### src/rtl/wep_pkg.sv
package wep_pkg;
    typedef enum logic [1:0] {
        ST_IDLE = 2'd0,
        ST_PEND = 2'd1,
        ST_BUSY = 2'd2
    } wep_state_t;

    localparam logic TGT_ARRAY  = 1'b0;
    localparam logic TGT_STATUS = 1'b1;

    localparam logic [1:0] BP_NONE    = 2'b00;
    localparam logic [1:0] BP_QUARTER = 2'b01;
    localparam logic [1:0] BP_HALF    = 2'b10;
    localparam logic [1:0] BP_ALL     = 2'b11;

    localparam logic [1:0] WD_OFF = 2'b11;
endpackage

### src/rtl/wep_wel_latch.sv
module wep_wel_latch (
    input  logic clk,
    input  logic rst_n,
    input  logic wp_n,
    input  logic busy,
    input  logic set_req,
    input  logic clr_req,
    input  logic done,
    output logic wel
);
    always_ff @(posedge clk) begin
        if (!rst_n) begin
            wel <= 1'b0;
        end else if (!wp_n) begin
            wel <= 1'b0;
        end else if (busy) begin
            if (done) wel <= 1'b0;
        end else if (clr_req) begin
            wel <= 1'b0;
        end else if (set_req) begin
            wel <= 1'b1;
        end
    end
endmodule

### src/rtl/wep_region.sv
module wep_region #(
    parameter int PAGE_W = 7
) (
    input  logic [1:0]        bp,
    input  logic [PAGE_W-1:0] page,
    output logic              locked
);
    import wep_pkg::*;

    localparam int NPAGES = 1 << PAGE_W;
    localparam logic [PAGE_W:0] LIM_QUARTER = (PAGE_W+1)'(NPAGES - NPAGES / 4);
    localparam logic [PAGE_W:0] LIM_HALF    = (PAGE_W+1)'(NPAGES / 2);

    logic [PAGE_W:0] limit;

    always_comb begin
        unique case (bp)
            BP_NONE:    limit = (PAGE_W+1)'(NPAGES);
            BP_QUARTER: limit = LIM_QUARTER;
            BP_HALF:    limit = LIM_HALF;
            default:    limit = '0;
        endcase
        locked = ({1'b0, page} >= limit);
    end
endmodule

### src/rtl/wep_nvbits.sv
module wep_nvbits (
    input  logic       clk,
    input  logic       rst_n,
    input  logic       factory_default,
    input  logic       stage_en,
    input  logic [3:0] stage_fields,
    input  logic       commit_done,
    output logic [1:0] wd,
    output logic [1:0] bp
);
    import wep_pkg::*;

    logic [3:0] stage_q;
    logic       armed_q;

    always_ff @(posedge clk) begin
        if (stage_en) stage_q <= stage_fields;
    end

    always_ff @(posedge clk) begin
        if (!rst_n)           armed_q <= 1'b0;
        else if (stage_en)    armed_q <= 1'b1;
        else if (commit_done) armed_q <= 1'b0;
    end

    always_ff @(posedge clk) begin
        if (factory_default) begin
            wd <= WD_OFF;
            bp <= BP_NONE;
        end else if (commit_done && armed_q) begin
            wd <= stage_q[3:2];
            bp <= stage_q[1:0];
        end
    end
endmodule

### src/rtl/wep_unit.sv
module wep_unit #(
    parameter int ADDR_W  = 9,
    parameter int PAGE_LG = 2
) (
    input  logic                      clk,
    input  logic                      rst_n,
    input  logic                      factory_default,
    input  logic                      wp_n,
    input  logic                      ins_set_wel,
    input  logic                      ins_clr_wel,
    input  logic                      ins_write_start,
    input  logic                      commit_req,
    input  logic                      commit_target,
    input  logic [ADDR_W-PAGE_LG-1:0] commit_page,
    input  logic [3:0]                commit_fields,
    input  logic                      wr_done,
    output logic                      grant,
    output logic [7:0]                status_byte,
    output logic [1:0]                wd_code
);
    import wep_pkg::*;

    localparam int PAGE_W = ADDR_W - PAGE_LG;

    wep_state_t state_q, state_d;
    logic       wel_q;
    logic [1:0] wd_q, bp_q;
    logic       page_locked;
    logic       busy;
    logic       permit;

    assign busy = (state_q == ST_BUSY);

    wep_wel_latch u_wel (
        .clk     (clk),
        .rst_n   (rst_n),
        .wp_n    (wp_n),
        .busy    (busy),
        .set_req (ins_set_wel),
        .clr_req (ins_clr_wel),
        .done    (wr_done),
        .wel     (wel_q)
    );

    wep_region #(.PAGE_W(PAGE_W)) u_region (
        .bp     (bp_q),
        .page   (commit_page),
        .locked (page_locked)
    );

    wep_nvbits u_nv (
        .clk             (clk),
        .rst_n           (rst_n),
        .factory_default (factory_default),
        .stage_en        (grant && (commit_target == TGT_STATUS)),
        .stage_fields    (commit_fields),
        .commit_done     (busy && wr_done),
        .wd              (wd_q),
        .bp              (bp_q)
    );

    // Permission for the current commit: pin high, latch set, target open.
    assign permit = wp_n && wel_q &&
                    ((commit_target == TGT_STATUS) || !page_locked);

    // Next-state logic
    always_comb begin
        state_d = state_q;
        unique case (state_q)
            ST_IDLE: if (ins_write_start && wp_n) state_d = ST_PEND;      // open
            ST_PEND: begin
                if (!wp_n)           state_d = ST_IDLE;                   // abort
                else if (commit_req) state_d = permit ? ST_BUSY : ST_IDLE; // accept / refuse
            end
            ST_BUSY: if (wr_done) state_d = ST_IDLE;                      // finish
            default: state_d = ST_IDLE;
        endcase
    end

    // State register
    always_ff @(posedge clk) begin
        if (!rst_n) state_q <= ST_IDLE;
        else        state_q <= state_d;
    end

    // Outputs
    always_comb begin
        grant       = 1'b0;
        status_byte = {2'b00, wd_q, bp_q, wel_q, 1'b0};
        unique case (state_q)
            ST_IDLE: ;
            ST_PEND: grant = commit_req && permit;
            ST_BUSY: status_byte = 8'hFF;
            default: ;
        endcase
        wd_code = wd_q;
    end
endmodule

### config.mk
export PLATFORM = sky130hd
export DESIGN_NAME = wep_unit
export DESIGN_NICKNAME = d
export VERILOG_FILES = /design/src/rtl/wep_pkg.sv /design/src/rtl/wep_wel_latch.sv /design/src/rtl/wep_region.sv /design/src/rtl/wep_nvbits.sv /design/src/rtl/wep_unit.sv
export SDC_FILE = /design/constraint.sdc
export NUM_CORES = 1
export LEC_CHECK = 0
export ABC_CLOCK_PERIOD_IN_PS = 2600
export BUFFER_PORTS_ARGS = -buffer_cell sky130_fd_sc_hd__buf_2
export CAP_MARGIN = 0
export CORE_MARGIN = 4
export CORE_UTILIZATION = 40
export DETAILED_ROUTE_END_ITERATION = 10
export GPL_ROUTABILITY_DRIVEN = 0
export PLACE_DENSITY = 0.75
export SLEW_MARGIN = 20
export SYNTH_ARGS = -nofsm -noshare
export SYNTH_HDL_FRONTEND = slang
export SYNTH_SLANG_ARGS = --single-unit
### constraint.sdc
create_clock -name clk -period 2.6 [get_ports clk]
set_input_delay 0.13 -clock clk [delete_from_list [all_inputs] [get_ports clk]]
set_output_delay 0.13 -clock clk [all_outputs]
set_load 0.02 [all_outputs]
; ---- Word-level counts from Yosys, hierarchy flattened
; Index checks and enable logic that the tools add are counted.
; W data, S select, Z words.
[word_totals]
input_bits = 21
output_inout_bits = 11
ff_bits = 12
word_cells = 45
[classes]
n_lt_le_gt_ge = 1
n_reduce_logical = 16
mux = 15
n_eq_ne = 7
[ops]
columns = operator, count
row1 = $pmux W8 S3, 1
row2 = $mux W2, 5
row3 = $ge A7 B8 Y1, 1
row4 = $mux W8, 1
row5 = $logic_and A1 B1 Y1, 7
row6 = $mux W1, 7
row7 = $pmux W2 S3, 1
row8 = $eq A2 B1 Y1 const B, 2
row9 = $eq A2 B2 Y1 const B, 2
row10 = $logic_not A2 Y1, 2
row11 = $ne A2 B2 Y1 const B, 2
row12 = $reduce_and A2 Y1, 2
row13 = $ne A3 B3 Y1 const B, 1
row14 = $reduce_and A3 Y1, 1
row15 = $reduce_bool A3 Y1, 1
row16 = $reduce_bool A2 Y1, 1
row17 = $logic_not A1 Y1, 1
row18 = $logic_or A1 B1 Y1, 1

; ---- Depth between registers and ports, before layout
[depth]
ltp_word = 10
mapped_depth = 8
ltp_nobuf = 8

; ---- Cells and area by module
; Synthesis repeated with hierarchy kept, for this count alone.
[unflattened]
cells_unflattened = 65
area_unflattened_um2 = 701.9
[by_module_without_submodules]
columns = module, cells_per_inst, seq_area_each_um2, area_per_inst_um2, n_inst
row1 = wep_nvbits, 22, 220.2, 310.3, 1
row2 = wep_unit, 25, 40.0, 203.9, 1
row3 = wep_region, 13, 0.0, 116.4, 1
row4 = wep_wel_latch, 5, 20.0, 71.3, 1

; ---- Least setup slack after synthesis
; No wires, ideal clock.
[synth_timing]
path_type = register to output
start = register u_nv.bp[0]
end = output port grant
path_buffers = 0
required_time_ps = 2470
stages_incl_launch_ff = 9
path_slack_ps = 927
t_arrival_ps = 1543
cell_sequence = dfxtp_1 > inv_1 > ha_1 > inv_1 > ha_1 > nor4bb_1 > nand2_1 > a211oi_1 > nor2_1
[synth_between]
elab_chain_cells = 8
elab_cells_between_ends = 10
classes_between = order compare (1) / eq/ne (2) / mux (2) / reduce/logical (5)
[synth_rtl]
columns = element, line
row1 = start: declaration, wep_nvbits.sv:9  ; output logic [1:0] bp
row2 = start signal: assignment, wep_nvbits.sv:32  ; bp <= stage_q[1:0];
row3 = "$eq A2 B2 Y1, or another cell as far along", wep_region.sv:17  ; unique case (bp)
row4 = $pmux W8 S3 *, wep_region.sv:17
row5 = $ge A7 B8 Y1 *, wep_region.sv:23  ; locked = ({1'b0, page} >= limit);
row6 = $logic_not A1 Y1 *, wep_unit.sv:64  ; ((commit_target == TGT_STATUS) || !page_locked);
row7 = $logic_or A1 B1 Y1 *, wep_unit.sv:64
row8 = $logic_and A1 B1 Y1 *, wep_unit.sv:63  ; assign permit = wp_n && wel_q &&
row9 = $logic_and A1 B1 Y1 *, wep_unit.sv:92  ; ST_PEND: grant = commit_req && permit;
row10 = $mux W1 *, wep_unit.sv:90  ; unique case (state_q)
row11 = end: declaration, wep_unit.sv:17  ; output logic grant,
; Mark *: on every way between the ends. The rest lies on a longest branch, timed or not.

; ---- Worst setup path after layout
; Ends and elaborated chain as after synthesis.

==> metrics.md <==
| Metric | Value |
|---|---|
| Router iterations before antenna repair | `3` |
| Clock Tree Root | `clkbuf_4` |
| Fmax | `467 MHz` |
| Die area | `2350 sq um` |
| Top area cells in the synthesized netlist | `dfxtp_1 (24%), edfxtp_1 (18%), ha_1 (7.6%)` |
| Largest net degree at the start of global routing | `8` |
| Max Cap Violations | `0` |
| Worst slew margin | `84.3%` |
| Async set-reset flop share out of synthesis | `0%` |
| Cell count after synthesis | `70` |
| Kind of critical path | `reg2out` |
| Clock latency on the worst-skew pair | `0.26 ns` |
| RSZ-0062 raised after global routing | `false` |
| CTS tree | `done` |
| TNS Setup | `0 ns` |
| Filler cells | `158` |
| Post-DRT Antenna Nets | `0` |
| Design Power | `334 uW` |
| Hold WC Path Type | `in2reg` |
| Reg2reg path depth | `8` |
| Leading area contributor after synthesis | `dfxtp_1` |
| CP max FO | `3` |
| Initial antenna violation count | `0` |
| Post-route cell area | `831 sq um` |
| Fin crit period | `2.14 ns` |
| Run status | `finished clean` |
| FF/Latch Area | `280 sq um` |
| Synth Register Bits | `12` |
| Max Slew Vio Count | `0` |
| Share of layout cells above drive strength 1 | `38.6%` |
| DR vias | `577` |
| Synthesized area per cell | `9.37 sq um` |
| WL final | `1380 um` |
| Cells resized by post-CTS repair | `0` |
| Int Pwr | `265 uW` |
| Setup Skew | `0.00554 ns` |
| Vias per cell | `4.93` |
| Wire per inst | `11.8 um` |
| Post-synth EDFFs | `4` |
| CP startpoint kind | `flop` |
| First-pass GRT wire length | `2150 um` |
| # nets final | `128` |
| Initial DRC Count | `1` |
| Comb pwr share | `9.0%` |
| Clock network power share | `32.4%` |
| Dpl hpwl | `1180 um` |
| Hold_buf cts | `0` |
| Clock transition at path regs | `0.07 ns` |
| Main flop type after synthesis | `dfxtp_1` |
| Row count | `14` |
| Initial cell density of the core | `43.0%` |
| Distinct cell type count after synthesis | `25` |
| Total Routing Usage GR | `11.5%` |
| DRC Markers | `0` |
| Hold Vio Cnt, Final | `0` |
| IO Port Bufs | `31` |
| Post-synth top area share | `24.4%` |
| Die H | `48.5 um` |
| Synthesized net count | `95` |
| Core ar. | `1520 sq um` |
| Total CTS buffers | `3` |
| Dpl cell area | `808 sq um` |
| Pwr/cell area | `402 nW/um^2` |
| P_leak | `0.000408 uW` |
| Sw Share | `20.7%` |
| GR Overflow Total | `0` |
| YS warnings | `0` |
| Vias in the first global route | `551` |
| Area occupied by multi-input gates | `317 sq um` |
| Worst-margin pin slew | `0.232 ns` |
| Final period util | `82.4%` |
| Critical Path End Type | `primary output` |
| Cell Area, Synth | `656 sq um` |
| Hold Crit Depth | `1` |
| Sequential power share | `58.7%` |
| VDD IR max | `0.189 mV` |
| I/O pin count | `32` |
| Num Clock Sinks | `12` |
| Switching Power | `69.0 uW` |
| Chip Width | `48.5 um` |
| Max clock buf depth | `2` |
| Sequential share of the synthesized area | `42.7%` |
| H-tree depth | `1` |
| Ant. Diodes | `0` |
| Syn-to-layout area delta | `26.7%` |
| WP data arrival | `2.01 ns` |
| Final setup vio count | `0` |
| Setup bufs post-CTS | `0` |
| CP required | `2.47 ns` |
-- placed cells by master, fill, tap and decap left out, types with 2 or more instances in the layout --
cell       n
nor3_1     2
nand2_1    7
buf_2     31
nor2_1     6
a21oi_1    5
nor2_2     2
dfxtp_1    8
ha_1       4
a211o_1    2
or2b_1     3
clkbuf_4   3
o21ai_0    2
mux2i_1    3
edfxtp_1   4
inv_1      8
-- worst paths after layout --
| kind | startpoint | to | slack [ns] |
|---|---|---|---|
| hold reg to reg | u_wel.wel | u_wel.wel | 0.49 |
| setup reg to reg | u_nv.bp[0] | state_q[1] | 0.99 |
| setup / recovery | u_nv.bp[0] | grant | 0.46 |
| hold / removal | commit_fields[0] | u_nv.stage_q[0] | 0.04 |
-- cells in the mapped netlist (all sizes together) (3+ instances only) --
master and n:
a21oi 5, nand2 7, edfxtp 4, nor2 8, buf 3, mux2i 3
inv 9, dfxtp 8, ha 4, or2b 3
-- power groups by stage --
stage	Combinational, uW	Clock, uW	Sequential [uW]
after floorplan	10.3	0	200
after global placement	29.2	0	200
after detailed placement	29.8	0	200
after CTS	29.9	115	196
after global routing	33.6	125	196
final	29.9	108	196
-- layout make-up --
cell class / count / share of cell area, %
Multi-Input combinational cell: 46 / 38.1
Sequential cell: 12 / 33.7
Timing Repair Buffer: 31 / 18.7
Inverter: 9 / 4.37
Clock buffer: 3 / 2.71
Tap cell: 16 / 2.41
-- cells by family (layout without fill, tap and decap cells) --
family	after synthesis	in the layout	share of synthesized area [%]
fa+ha+maj	4	4	7.63
mux	3	3	4.58
simple gates	27	27	24.8
flops	12	12	42.7
buf+inv	12	43	8.97
compound gates	12	12	11.3
-- flip-flops by register name (all words and copies together), names as in the netlist --
| signal | count |
|---|---|
| u_wel.wel | 1 |
| u_nv.wd | 2 |
| state_q | 2 |
| u_nv.stage_q | 4 |
| u_nv.armed_q | 1 |
| u_nv.bp | 2 |
-- worst max-delay path: stages (launching register included) --
cell and delay [ns]:
dfxtp_1 0.35, inv_1 0.06, ha_1 0.27, inv_1 0.04, ha_1 0.28, nor4bb_1 0.21, nand2_1 0.11, a211oi_1 0.22
nor2_1 0.05, buf_2 0.15
-- layer usage --
layer	up-vias	track usage [%]	routed length [um]
met5	-	0	0
met4	0	4.04	0
met3	0	3.37	74
met2	13	20.9	753
met1	263	12.4	557
li1	301	-	-
-- per-stage QoR --
| stage | util (%) | worst slack, ns | instances | hold slack [ns] |
|---|---|---|---|---|
| 2_1_floorplan | - | 0.927 | 70 | 0.202 |
| 3_3_place_gp | 53.0 | 0.804 | 114 | 0.309 |
| 3_5_place_dp | 53.0 | 0.768 | 114 | 0.310 |
| 4_1_cts | 54.5 | 0.457 | 117 | 0.0330 |
| 5_1_grt | 54.5 | 0.260 | 117 | 0.0224 |
| 6_report | 54.5 | 0.458 | 117 | 0.0422 |
(Power assumes the default switching activity.)
